File: src/rtl/pit_pkg.sv
package pit_pkg;
  typedef enum logic {
    WAVE_RATE   = 1'b0,
    WAVE_SQUARE = 1'b1
  } wave_mode_e;

  typedef enum logic [1:0] {
    ORDER_NONE = 2'b00,
    ORDER_LOW  = 2'b01,
    ORDER_HIGH = 2'b10,
    ORDER_PAIR = 2'b11
  } byte_order_e;

  typedef struct packed {
    logic [1:0]  chan;
    byte_order_e order;
    logic [2:0]  mode;
    logic        bcd;
  } ctrl_byte_t;

  localparam logic ADDR_DATA = 1'b0;
  localparam logic ADDR_CTRL = 1'b1;
endpackage

File: src/rtl/pit_regs.sv
module pit_regs
  import pit_pkg::*;
#(
  parameter int DATA_W     = 8,
  parameter int CHANNEL_ID = 0,
  localparam int DIV_W     = 2 * DATA_W
) (
  input  logic              clk,
  input  logic              rst_n,
  input  logic              wr,
  input  logic              addr,
  input  logic [DATA_W-1:0] wdata,
  output logic              ctrl_ok,
  output logic              commit,
  output logic [DIV_W-1:0]  div_load,
  output wave_mode_e        wave_mode
);
  ctrl_byte_t        cw;
  byte_order_e       order_q;
  wave_mode_e        mode_q;
  logic              hi_next_q;
  logic [DATA_W-1:0] lo_q;
  logic              data_wr;

  assign cw      = ctrl_byte_t'(wdata[7:0]);
  assign ctrl_ok = wr && (addr == ADDR_CTRL) && (cw.chan == 2'(CHANNEL_ID))
                   && (cw.order != ORDER_NONE) && !cw.bcd && cw.mode[1];
  assign data_wr = wr && (addr == ADDR_DATA);

  always_comb begin
    commit   = 1'b0;
    div_load = '0;
    if (data_wr) begin
      case (order_q)
        ORDER_LOW:  begin commit = 1'b1; div_load = {{DATA_W{1'b0}}, wdata}; end
        ORDER_HIGH: begin commit = 1'b1; div_load = {wdata, {DATA_W{1'b0}}}; end
        ORDER_PAIR: begin commit = hi_next_q; div_load = {wdata, lo_q}; end
        default:    begin commit = 1'b0; div_load = '0; end
      endcase
    end
  end

  always_ff @(posedge clk or negedge rst_n) begin
    if (!rst_n) begin
      order_q   <= ORDER_PAIR;
      mode_q    <= WAVE_SQUARE;
      hi_next_q <= 1'b0;
      lo_q      <= '0;
    end else if (ctrl_ok) begin
      order_q   <= cw.order;
      mode_q    <= wave_mode_e'(cw.mode[0]);
      hi_next_q <= 1'b0;
    end else if (data_wr && order_q == ORDER_PAIR) begin
      if (!hi_next_q) lo_q <= wdata;
      hi_next_q <= !hi_next_q;
    end
  end

  assign wave_mode = mode_q;
endmodule

File: src/rtl/pit_downcount.sv
module pit_downcount #(
  parameter int DIV_W    = 16,
  localparam int CNT_W   = DIV_W + 1
) (
  input  logic             clk,
  input  logic             rst_n,
  input  logic             disarm,
  input  logic             commit,
  input  logic [DIV_W-1:0] div_load,
  input  logic             tick,
  input  logic             gate,
  output logic             armed,
  output logic [CNT_W-1:0] count,
  output logic [CNT_W-1:0] span,
  output logic             term
);
  logic [CNT_W-1:0] span_new;
  logic             step;

  assign span_new = (div_load == '0) ? {1'b1, {DIV_W{1'b0}}} : {1'b0, div_load};
  assign step     = armed && tick && gate;

  always_ff @(posedge clk or negedge rst_n) begin
    if (!rst_n) begin
      armed <= 1'b0;
      count <= '0;
      span  <= '0;
      term  <= 1'b0;
    end else begin
      term <= 1'b0;
      if (disarm) begin
        armed <= 1'b0;
      end else if (commit) begin
        span  <= span_new;
        count <= span_new;
        armed <= 1'b1;
      end else if (step) begin
        if (count == CNT_W'(1)) begin
          count <= span;
          term  <= 1'b1;
        end else begin
          count <= count - CNT_W'(1);
        end
      end
    end
  end
endmodule

File: src/rtl/pit_shaper.sv
module pit_shaper
  import pit_pkg::*;
#(
  parameter int CNT_W = 17
) (
  input  logic             armed,
  input  wave_mode_e       wave_mode,
  input  logic [CNT_W-1:0] count,
  input  logic [CNT_W-1:0] span,
  output logic             wave
);
  always_comb begin
    if (!armed)                      wave = 1'b1;
    else if (wave_mode == WAVE_RATE) wave = (count != CNT_W'(1));
    else                             wave = (count > (span >> 1));
  end
endmodule

File: src/rtl/interval_timer_channel.sv
module interval_timer_channel
  import pit_pkg::*;
#(
  parameter int DATA_W     = 8,
  parameter int CHANNEL_ID = 0
) (
  input  logic              clk,
  input  logic              rst_n,
  input  logic              bus_valid,
  output logic              bus_ready,
  input  logic              bus_addr,
  input  logic [DATA_W-1:0] bus_wdata,
  input  logic              tick_en,
  input  logic              gate,
  output logic              tmr_out,
  output logic              irq_pulse
);
  localparam int DIV_W = 2 * DATA_W;
  localparam int CNT_W = DIV_W + 1;

  logic             ctrl_ok;
  logic             commit;
  logic [DIV_W-1:0] div_load;
  wave_mode_e       wave_mode;
  logic             armed;
  logic [CNT_W-1:0] count;
  logic [CNT_W-1:0] span;

  assign bus_ready = 1'b1;

  pit_regs #(.DATA_W(DATA_W), .CHANNEL_ID(CHANNEL_ID)) u_regs (
    .clk(clk), .rst_n(rst_n), .wr(bus_valid && bus_ready), .addr(bus_addr),
    .wdata(bus_wdata), .ctrl_ok(ctrl_ok), .commit(commit),
    .div_load(div_load), .wave_mode(wave_mode)
  );

  pit_downcount #(.DIV_W(DIV_W)) u_count (
    .clk(clk), .rst_n(rst_n), .disarm(ctrl_ok), .commit(commit),
    .div_load(div_load), .tick(tick_en), .gate(gate), .armed(armed),
    .count(count), .span(span), .term(irq_pulse)
  );

  pit_shaper #(.CNT_W(CNT_W)) u_shape (
    .armed(armed), .wave_mode(wave_mode), .count(count), .span(span),
    .wave(tmr_out)
  );
endmodule

File: config.mk
export PLATFORM = sky130hd
export DESIGN_NAME = interval_timer_channel
export DESIGN_NICKNAME = d
export VERILOG_FILES = /design/src/rtl/pit_pkg.sv /design/src/rtl/pit_regs.sv /design/src/rtl/pit_downcount.sv /design/src/rtl/pit_shaper.sv /design/src/rtl/interval_timer_channel.sv
export SDC_FILE = /design/constraint.sdc
export NUM_CORES = 1
export LEC_CHECK = 0
export BUFFER_PORTS_ARGS = -buffer_cell sky130_fd_sc_hd__clkbuf_2
export CAP_MARGIN = 20
export CORE_MARGIN = 2
export CORE_UTILIZATION = 35
export CTS_CLUSTER_DIAMETER = 40
export DETAILED_ROUTE_END_ITERATION = 7
export GPL_TIMING_DRIVEN = 1
export PLACE_DENSITY = 0.6
export SYNTH_ARGS = -nofsm -noshare
export SYNTH_HDL_FRONTEND = slang
export SYNTH_SLANG_ARGS = --single-unit
File: constraint.sdc
create_clock -name clk -period 1.86 [get_ports clk]
set_input_delay 0 -clock clk [delete_from_list [all_inputs] [get_ports clk]]
set_output_delay 0 -clock clk [all_outputs]
set_load 0.005 [all_outputs]
==> flow_summary.yaml, run 1 <==
cells_and_area:
  synthToLayoutAreaGrowth_pct: 49.7
  drive_gt1_share_pct: 48.5
  antenna_cells: 0
  final_common_cell: "buf_4"
  final_cell_mix: "buf_4, dfrtp_1, nor2_1"
  nFillCells: 752
  nNetsFinal: 464
  instances_no_fill: 537
place:
  hpwl_um: 7000
  gp_congestion: 0.939
  dp_cells: 499
  portBuffers: 15
synth:
  synth_cells: 318
  synth_nets: 354
  ys_seq_area_share_pct: 39.2
  yosysWarningCount: 0
  async_flop_share_pct: 100
  avgSynthCellArea_um2: 9.66
  synthDistinctLibCells: 67
  synth_seq_cells: 48
  synth-edff-count: 0
  syn_area_um2: 3070
  yosys_most_used_dff: "dfrtp_1"
worst_setup_path:
  critPathArrivalTime_ns: 2.17
  cpPeakStageDelay_ns: 0.48
  crit_slowest_cell: "dfrtp_2"
  crit_buf_inv: 2
  ff2ff_setup_slack_ns: -0.16
  required_ns: 1.86
  start_kind: "register"
  r2r_cells: 9
  cp-end-kind: "output pin"
  path_max_fanout: 4
  reg2reg_from: "u_count.count[8]"
  path_delay_family: "flip-flops"
  crit_path_start: "u_count.count[5]"
  r2r-end: "u_count.count[8]"
  crit_chain: "ha_4, nand4_1, buf_4, nor3_2, a21boi_1, a2111o_1, clkbuf_2"
  criticalPathCategory: "register to output pin"
timing:
  setup_violations: 18
  period_share_pct: 117
  setup_ws_ns: -0.314
  fmax_mhz: 460
  setup_tns_ns: -1.83
  finalClockSkew_ns: 0.0113
  tightest_slew_ns: 0.680
  rsz0062_at_grt: "true"
  min_period_ns: 2.17
  finalHoldViolCount: 0
  slew-limit-headroom_pct: 54.7
  slew_violations: 0
clock_network:
  cts.sinks: 48
  cts_buffers: 5
  path_clk_slew_ns: 0.10
  clock_path_buffers: 2
  cts-root-buf: "clkbuf_8"
  clock_latency_ns: 0.31
  cts_tree: "built"
  htreeDepth: 2
hold_path:
  hold_path_end: "u_regs.lo_q[7]"
  hold_depth: 2
  worstHoldStart: "bus_wdata[7]"
  hold_class: "input port to register"
drt:
  drtAntennaViolNets: 0
  initialDrtViolationCount: 286
  drc: 0
  route.vias.total: 3057
  dr.pass1.iters: 5
  wirelength_um: 10300
  wl_per_cell_um: 19.2
  drt-vias-per-instance: 5.69
global_route:
  grt_max_degree: 26
  grt_pass1_wl_um: 15800
  antenna_found_initial: 0
  grt_pass1_vias: 3066
  grt_overflow: 0
  track_usage_pct: 20.8
floorplan:
  start_util_pct: 35.7
  die_y_um: 97.7
  fp.dieW_um: 97.7
  die-area_um2: 9540
  pin_count: 17
  rows: 34
  coreArea_um2: 8590
power_and_ir_drop:
  powerDensity_nw_per_um2: 1420
  peakVddDrop_mv: 0.760
  static-leakage-power_nw: 2.04
status:
  violations: "setup timing"
  status: "complete, but fails checks"
flow_run:
  maxCapViolations: 0
==> repair_timing <==
action,4_1_cts,5_1_grt
cloned,1,1
hold endpoints to repair,21,0
resized for setup,46,47
endpoints found under the setup margin,19,27
setup buffers,14,16
pin swaps,29,21
hold buffers,2,0
==> cell usage after synthesis, types with 3 or more instances <==
| master | number | area, µm² |
|---|---|---|
| a221oi_1 | 7 | 61.3 |
| and3_1 | 3 | 18.8 |
| mux2_2 | 8 | 90.1 |
| o21ai_0 | 14 | 70.1 |
| nand3_1 | 9 | 45.0 |
| nand4_1 | 7 | 43.8 |
| o221ai_1 | 5 | 43.8 |
| clkbuf_1 | 5 | 18.8 |
| a211oi_1 | 7 | 52.6 |
| or2_1 | 3 | 18.8 |
| dfstp_2 | 3 | 78.8 |
| o211ai_1 | 3 | 22.5 |
| dfrtp_1 | 45 | 1130 |
| a21o_1 | 5 | 37.5 |
| nor3_1 | 4 | 20.0 |
| o41ai_1 | 4 | 35.0 |
| o31ai_1 | 3 | 22.5 |
| a31oi_1 | 5 | 31.3 |
| a22oi_1 | 3 | 22.5 |
| ha_1 | 22 | 275 |
| a221o_1 | 4 | 40.0 |
| buf_4 | 3 | 22.5 |
| a21oi_1 | 21 | 105 |
| nand2_1 | 19 | 71.3 |
| inv_1 | 25 | 93.8 |
| nor2_1 | 22 | 82.6 |
| buf_2 | 4 | 20.0 |
| o21ai_1 | 7 | 35.0 |
| xor2_1 | 3 | 26.3 |
==> final cells by class <==
| type | count | area [µm²] | share of cell area (%) |
|---|---|---|---|
| multi-input combinational | 231 | 2100 | 45.7 |
| sequential | 48 | 1210 | 26.2 |
| timing repair buffer | 117 | 965 | 21.0 |
| tap | 108 | 135 | 2.94 |
| inverter | 25 | 93.8 | 2.04 |
| clock buffer | 6 | 82.6 | 1.80 |
| clock inverter | 2 | 13.8 | 0.299 |
==> registers in the layout, indices dropped and copies added, names as in the netlist <==
name	flops
u_count.armed	1
u_count.count	17
u_count.span	17
u_count.term	1
u_regs.hi_next_q	1
u_regs.lo_q	8
u_regs.order_q	2
u_regs.wave_mode	1
==> metrics by stage <==
stage / cell area, µm² / hold WS [ns] / setup WS [ns] / power [mW] / util (%)
4_1_cts: 4250 / 0.0172 / -0.312 / 6.03 / 49.5
3_5_place_dp: 3820 / 0.0734 / -0.136 / 4.84 / 44.4
3_3_place_gp: 3820 / 0.0653 / -0.131 / 4.76 / 44.4
2_1_floorplan: 3100 / -0.296 / 0.0160 / 3.46 / -
6_report: 4600 / 0.0308 / -0.314 / 6.54 / 53.5
5_1_grt: 4600 / 0.0260 / -0.416 / 7.01 / 53.5
==> how the worst max path moves through the flow <==
stage	depth (start not counted)	endpoint	slack, ns
global route	8	tmr_out	-0.42
floorplan	7	u_count.count[11]	0.02
detailed placement	8	tmr_out	-0.14
global placement	8	tmr_out	-0.13
finish	7	tmr_out	-0.31
CTS	7	tmr_out	-0.31
==> routing by layer <==
layer / vias to the layer above / global-route usage (%) / routed length, µm
met3: 33 / 2.59 / 420
met2: 109 / 33.4 / 5040
met1: 1496 / 28.0 / 4520
li1: 1419 / - / -
met5: - / 0 / 0
met4: 0 / 9.40 / 348
==> power by group <==
part / leakage, nW / internal, mW / switching, mW / total [mW]
sequential: 0.570 / 1.51 / 0.432 / 1.94
clock: 0.0516 / 0.305 / 0.397 / 0.703
combinational: 1.41 / 1.99 / 1.90 / 3.89
total: 2.04 / 3.80 / 2.73 / 6.54
==> logic make-up (layout without fill, tap and decap cells) <==
family | count (synthesis) | count (layout) | synth area share, %
buffers and inverters | 40 | 150 | 5.70
other | 1 | 1 | 0.122
muxes | 10 | 10 | 3.63
AOI/OAI and AO/OA | 101 | 101 | 23.4
xor gates and xnor gates | 5 | 5 | 1.43
adders and majority gates | 22 | 22 | 8.96
and+or+nand+nor | 91 | 92 | 17.5
DFF | 48 | 48 | 39.2
No activity file was read; power rests on OpenSTA's default activity.
==> inputs of run 2 (changes only) <==
--- a/config.mk
+++ b/config.mk
@@ -5,14 +5,16 @@
 export SDC_FILE = /design/constraint.sdc
 export NUM_CORES = 1
 export LEC_CHECK = 0
-export BUFFER_PORTS_ARGS = -buffer_cell sky130_fd_sc_hd__clkbuf_2
 export CAP_MARGIN = 20
 export CORE_MARGIN = 2
 export CORE_UTILIZATION = 35
 export CTS_CLUSTER_DIAMETER = 40
+export CTS_CLUSTER_SIZE = 8
 export DETAILED_ROUTE_END_ITERATION = 7
+export DONT_BUFFER_PORTS = 1
 export GPL_TIMING_DRIVEN = 1
-export PLACE_DENSITY = 0.6
+export PLACE_DENSITY = 0.59
 export SYNTH_ARGS = -nofsm -noshare
 export SYNTH_HDL_FRONTEND = slang
+export SYNTH_HIERARCHICAL = 1
 export SYNTH_SLANG_ARGS = --single-unit
==> flow_summary.yaml, run 2 <==
synth:
  synth_nets: 401
  synth-edff-count: 0
  yosysTopAreaCell: "dfrtp_1"
  async_flop_share_pct: 100
  synth_top_area_share_pct: 34.6
  ys_top_cells_by_count: "nand2_1, dfrtp_1, inv_1, ha_1, nor2_1"
  syn_area_um2: 3250
  yosysWarningCount: 6
  synthDistinctLibCells: 68
  ys_seq_area_share_pct: 37.1
  synth_seq_cells: 48
  synth_cells: 365
  avgSynthCellArea_um2: 8.91
  synthTopCellsByArea: "dfrtp_1, ha_1, nand2_1"
  yosys_most_used_dff: "dfrtp_1"
  synth_most_common_cell: "nand2_1"
power_and_ir_drop:
  powerDensity_nw_per_um2: 919
  static-leakage-power_nw: 2.12
  peakVddDrop_mv: 0.430
  p_total_mw: 4.43
drt:
  initialDrtViolationCount: 258
  dr.pass1.iters: 5
  wl_per_cell_um: 18.2
  wirelength_um: 10600
  drt-vias-per-instance: 5.64
  drc: 0
  route.vias.total: 3283
  drtAntennaViolNets: 0
global_route:
  grt_pass1_wl_um: 16800
  grt_max_degree: 49
  antenna_found_initial: 0
  grt_pass1_vias: 3196
  track_usage_pct: 21.3
  grt_overflow: 0
timing:
  finalClockSkew_ns: 0.0193
  setup_violations: 34
  setup_tns_ns: -3.68
  min_period_ns: 2.12
  fmax_mhz: 472
  period_share_pct: 114
  setup_ws_ns: -0.256
  rsz0062_at_grt: "true"
  slew_violations: 0
  finalHoldViolCount: 0
place:
  hpwl_um: 7360
  gp_congestion: 0.845
  portBuffers: 0
  post-place-ws_ns: -0.307
hold_path:
  hold_class: "input port to register"
floorplan:
  coreArea_um2: 9110
  die_y_um: 100
  pin_count: 17
  die-area_um2: 10100
  rows: 35
  start_util_pct: 35.7
  fp.dieW_um: 100
cells_and_area:
  final_cell_mix: "buf_4, nand2_1, dfrtp_1"
  final_common_cell: "buf_4"
  drive_gt1_share_pct: 45.0
  nNetsFinal: 506
  nFillCells: 820
  biggestRegsByFlops: "u_count/count x17, u_count/span x17, u_regs/lo_q x8"
  synthToLayoutAreaGrowth_pct: 48.3
  antenna_cells: 0
worst_setup_path:
  crit_buf_inv: 3
  path_max_fanout: 4
  path_delay_family: "simple AND/OR/NAND/NOR gates"
  required_ns: 2.05
  crit_slowest_cell: "dfstp_2"
  crit_chain: "inv_2, ha_4, nor3b_4, nor2b_4, a31oi_2, nor2_1, buf_4, buf_6, nand2_1, o32a_1"
  critPathArrivalTime_ns: 2.31
  cpPeakStageDelay_ns: 0.55
  cp-end-kind: "register"
  start_kind: "register"
  criticalPathCategory: "register to register"
clock_network:
  cts_buffers: 5
  cts_tree: "built"
  path_clk_slew_ns: 0.10
  clock_latency_ns: 0.31
  cts.sinks: 48
  htreeDepth: 2
  cts-root-buf: "clkbuf_8"
  clock_path_buffers: 2
flow_run:
  maxCapViolations: 0
status:
  status: "complete, but fails checks"
  violations: "setup timing"
-- run 2: changes by cell type after synthesis, sizes merged, moves of 5 or more --
cell    previous run  this run
nand2             20        60
and2               2        12
a21oi             21        12
a22o               0         9
inv               25        34
nor4               3        11
o21ai             21        14
a221oi             7         1
clkbuf             6        12
nand3             10         4
nor3               5        11
a211oi             8         3
-- run 2: area by class of cell --
class                      count  area, µm²  area share (%)
clock buffer                   5       68.8            1.43
clock inverter                 3       42.5           0.882
inverter                      34        128            2.65
multi-input combinational    266       2220            46.0
sequential                    48       1210            25.0
tap                          111        139            2.88
timing repair buffer         115       1020            21.1
-- run 2: final timing paths --
path / to / start / cells after the start / slack [ns]
worst max-delay path: u_count/count[9] / u_regs/order_q[0] / 10 / -0.26
worst min-delay path: u_regs/hi_next_q / bus_wdata[6] / 3 / 0.03
worst max register to register: u_count/count[9] / u_regs/order_q[0] / 10 / -0.26
worst min register to register: u_count/span[0] / u_count/span[0] / 2 / 0.52
max in group asynchronous: u_regs/order_q[1] / rst_n / 2 / 1.37
min in group asynchronous: u_regs/lo_q[2] / rst_n / 2 / 0.18
-- run 2: repair_timing --
item | in CTS | in global routing
hold endpoints to repair | 59 | 0
setup endpoints to repair | 36 | 44
cloned | 1 | 0
hold buffers | 10 | 0
buffers inserted | 20 | 7
pin swaps | 31 | 16
resized for setup | 61 | 35
-- run 2: stage by stage --
step	std cells	cell area, µm²	hold slack [ns]	utilization, %
2_1_floorplan	365	3320	-0.296	-
3_3_place_gp	539	3970	-0.294	43.6
3_5_place_dp	539	3970	-0.294	43.6
4_1_cts	577	4630	0.0217	50.9
5_1_grt	582	4820	0.0212	52.9
6_report	582	4820	0.0282	52.9
-- run 2: per-layer routing --
metal  up-vias  GRT usage [%]  routed length [µm]
li1       1527              -                   -
met4         0           4.95                 107
met3        11           3.48                 565
met1      1635           29.2                4720
met5         -              0                   0
met2       110           35.3                5200
-- run 2: kinds of logic (layout without fill, tap and decap cells) --
family / count (synthesis) / after routing / synth area share, %
adder cells (fa/ha/maj): 22 / 22 / 8.46
flip-flops: 48 / 48 / 37.1
AND/OR/NAND/NOR: 144 / 144 / 23.7
XOR/XNOR: 4 / 4 / 1.08
other: 1 / 1 / 0.115
buffers and inverters: 51 / 157 / 6.46
AO/OA/AOI/OAI: 82 / 82 / 18.7
multiplexers: 13 / 13 / 4.42
-- run 2: report_power, final --
group / leakage, nW / internal (mW) / switching, mW / total (mW)
clock network: 0.0541 / 0.399 / 0.387 / 0.785
logic: 1.47 / 1.12 / 1.06 / 2.18
registers: 0.602 / 1.27 / 0.197 / 1.47
total: 2.12 / 2.79 / 1.64 / 4.43
-- run 2: tightest hold or removal path, cell delays in order --
cell	delay (ns)
nor4_4	0.02
buf_4	0.16
nor2_1	0.10
==> inputs of run 3 (changes only) <==
--- a/config.mk
+++ b/config.mk
@@ -6,7 +6,7 @@
 export NUM_CORES = 1
 export LEC_CHECK = 0
 export CAP_MARGIN = 20
-export CORE_MARGIN = 2
+export CORE_MARGIN = 8
 export CORE_UTILIZATION = 35
 export CTS_CLUSTER_DIAMETER = 40
 export CTS_CLUSTER_SIZE = 8
==> flow_summary.yaml, run 3 (synthesized netlist as in run 2, its figures left out) <==
status:
  status: "complete, but fails checks"
  violations: "setup timing"
worst_setup_path:
  path_max_fanout: 8
  crit_buf_inv: 2
  criticalPathCategory: "register to register"
  crit_slowest_cell: "dfstp_2"
  start_kind: "register"
  cpPeakStageDelay_ns: 0.39
  cp-end-kind: "register"
  crit_chain: "inv_2, ha_4, nor3b_4, buf_6, and2_4, a22o_1, nor4_2, nand4_1, o2bb2ai_1, a31oi_1, o31ai_1"
  path_delay_family: "simple AND/OR/NAND/NOR gates"
  critPathArrivalTime_ns: 2.41
  required_ns: 2.08
global_route:
  track_usage_pct: 17.5
  antenna_found_initial: 0
  grt_pass1_wl_um: 17700
  grt_overflow: 0
  grt_max_degree: 49
  grt_pass1_vias: 3401
cells_and_area:
  nFillCells: 744
  synthToLayoutAreaGrowth_pct: 61.7
  final_cell_mix: "buf_4, dfrtp_1, nand2_1"
  nNetsFinal: 527
  antenna_cells: 0
  drive_gt1_share_pct: 55.1
  final_common_cell: "buf_4"
  biggestRegsByFlops: "u_count/count x17, u_count/span x17, u_regs/lo_q x8"
timing:
  finalHoldViolCount: 0
  slew_violations: 0
  fmax_mhz: 456
  setup_ws_ns: -0.332
  min_period_ns: 2.19
  rsz0062_at_grt: "true"
  finalClockSkew_ns: 0.0140
  period_share_pct: 118
  timing.hold.ws_ns: 0.0690
  setup_violations: 35
clock_network:
  clock_latency_ns: 0.31
  cts_tree: "built"
  htreeDepth: 2
  cts.sinks: 48
  cts_buffers: 5
  clock_path_buffers: 2
  cts-root-buf: "clkbuf_8"
  path_clk_slew_ns: 0.10
floorplan:
  coreArea_um2: 9110
  start_util_pct: 35.7
  pin_count: 17
  fp.dieW_um: 112
  die-area_um2: 12600
  rows: 35
  die_y_um: 112
place:
  portBuffers: 0
  gp_congestion: 0.893
  hpwl_um: 7610
drt:
  initialDrtViolationCount: 306
  wl_per_cell_um: 19.9
  drtAntennaViolNets: 0
  drt-vias-per-instance: 5.81
  route.vias.total: 3502
  dr.pass1.iters: 5
  wirelength_um: 12000
  drc: 0
power_and_ir_drop:
  powerDensity_nw_per_um2: 871
  peakVddDrop_mv: 0.593
  p_total_mw: 4.58
  static-leakage-power_nw: 2.40
flow_run:
  maxCapViolations: 0
hold_path:
  hold_class: "input port to register"
run 3: cell types whose count changed in the layout (fill, tap and decap cells not counted), sizes merged:
cell,delta
buf,+19
clkinvlp,-1
bufinv,-1
clkbuf,+2
clkinv,+2
bufbuf,-1
dlygate4sd3,+1
run 3: layout make-up:
| class | instances | area, µm² | area share, % |
|---|---|---|---|
| clock inverter | 3 | 18.8 | 0.357 |
| inverter | 34 | 135 | 2.57 |
| multi-input combinational | 266 | 2440 | 46.4 |
| timing repair buffer | 136 | 1250 | 23.8 |
| sequential | 48 | 1210 | 22.9 |
| clock buffer | 5 | 68.8 | 1.31 |
| tap | 111 | 139 | 2.64 |
run 3: power breakdown:
| part | internal [mW] | leakage (nW) | switching (mW) |
|---|---|---|---|
| registers | 1.27 | 0.603 | 0.231 |
| logic | 1.25 | 1.75 | 1.17 |
| clock network | 0.264 | 0.0479 | 0.393 |
| total | 2.78 | 2.40 | 1.80 |
run 3: worst paths after layout:
check | start | end | slack, ns | cells past startpoint
setup / recovery | u_regs/order_q[1] | u_count/count[16] | -0.33 | 11
hold / removal | bus_wdata[1] | u_count/span[9] | 0.07 | 4
setup reg to reg | u_regs/order_q[1] | u_count/count[16] | -0.33 | 11
hold reg to reg | u_regs/lo_q[6] | u_regs/lo_q[6] | 0.52 | 1
max in group asynchronous | rst_n | u_regs/order_q[0] | 1.38 | 2
min in group asynchronous | rst_n | u_count/span[4] | 0.19 | 2
run 3: layer usage:
| metal | track usage (%) | vias to the layer above | wire length [µm] |
|---|---|---|---|
| li1 | - | 1570 | - |
| met1 | 21.6 | 1723 | 4760 |
| met2 | 29.0 | 171 | 5920 |
| met3 | 4.67 | 38 | 929 |
| met4 | 5.94 | 0 | 377 |
| met5 | 0 | - | 0 |
run 3: timing repair:
item | 4_1_cts | 5_1_grt
pin swaps | 46 | 54
hold endpoints to repair | 59 | 0
hold buffers | 11 | 0
cloned | 0 | 3
resized for setup | 94 | 79
setup endpoints to repair | 35 | 37
buffers inserted | 35 | 11
run 3: stage by stage:
step	worst slack [ns]	TNS [ns]	util, %	instance area (µm²)	std cells
after global routing	-0.516	-9.37	57.7	5260	603
after global placement	-0.466	-4.51	43.5	3960	538
after CTS	-0.260	-3.87	53.2	4850	592
after floorplan	-0.237	-2.01	-	3320	365
after detailed placement	-0.460	-6.58	43.5	3960	538
final	-0.332	-6.91	57.7	5260	603
run 3: worst min-delay path, delay by kind of cell:
family	cells	cell delay [ns]
and+or+nand+nor	3	0.22
buffers and inverters	1	0.12
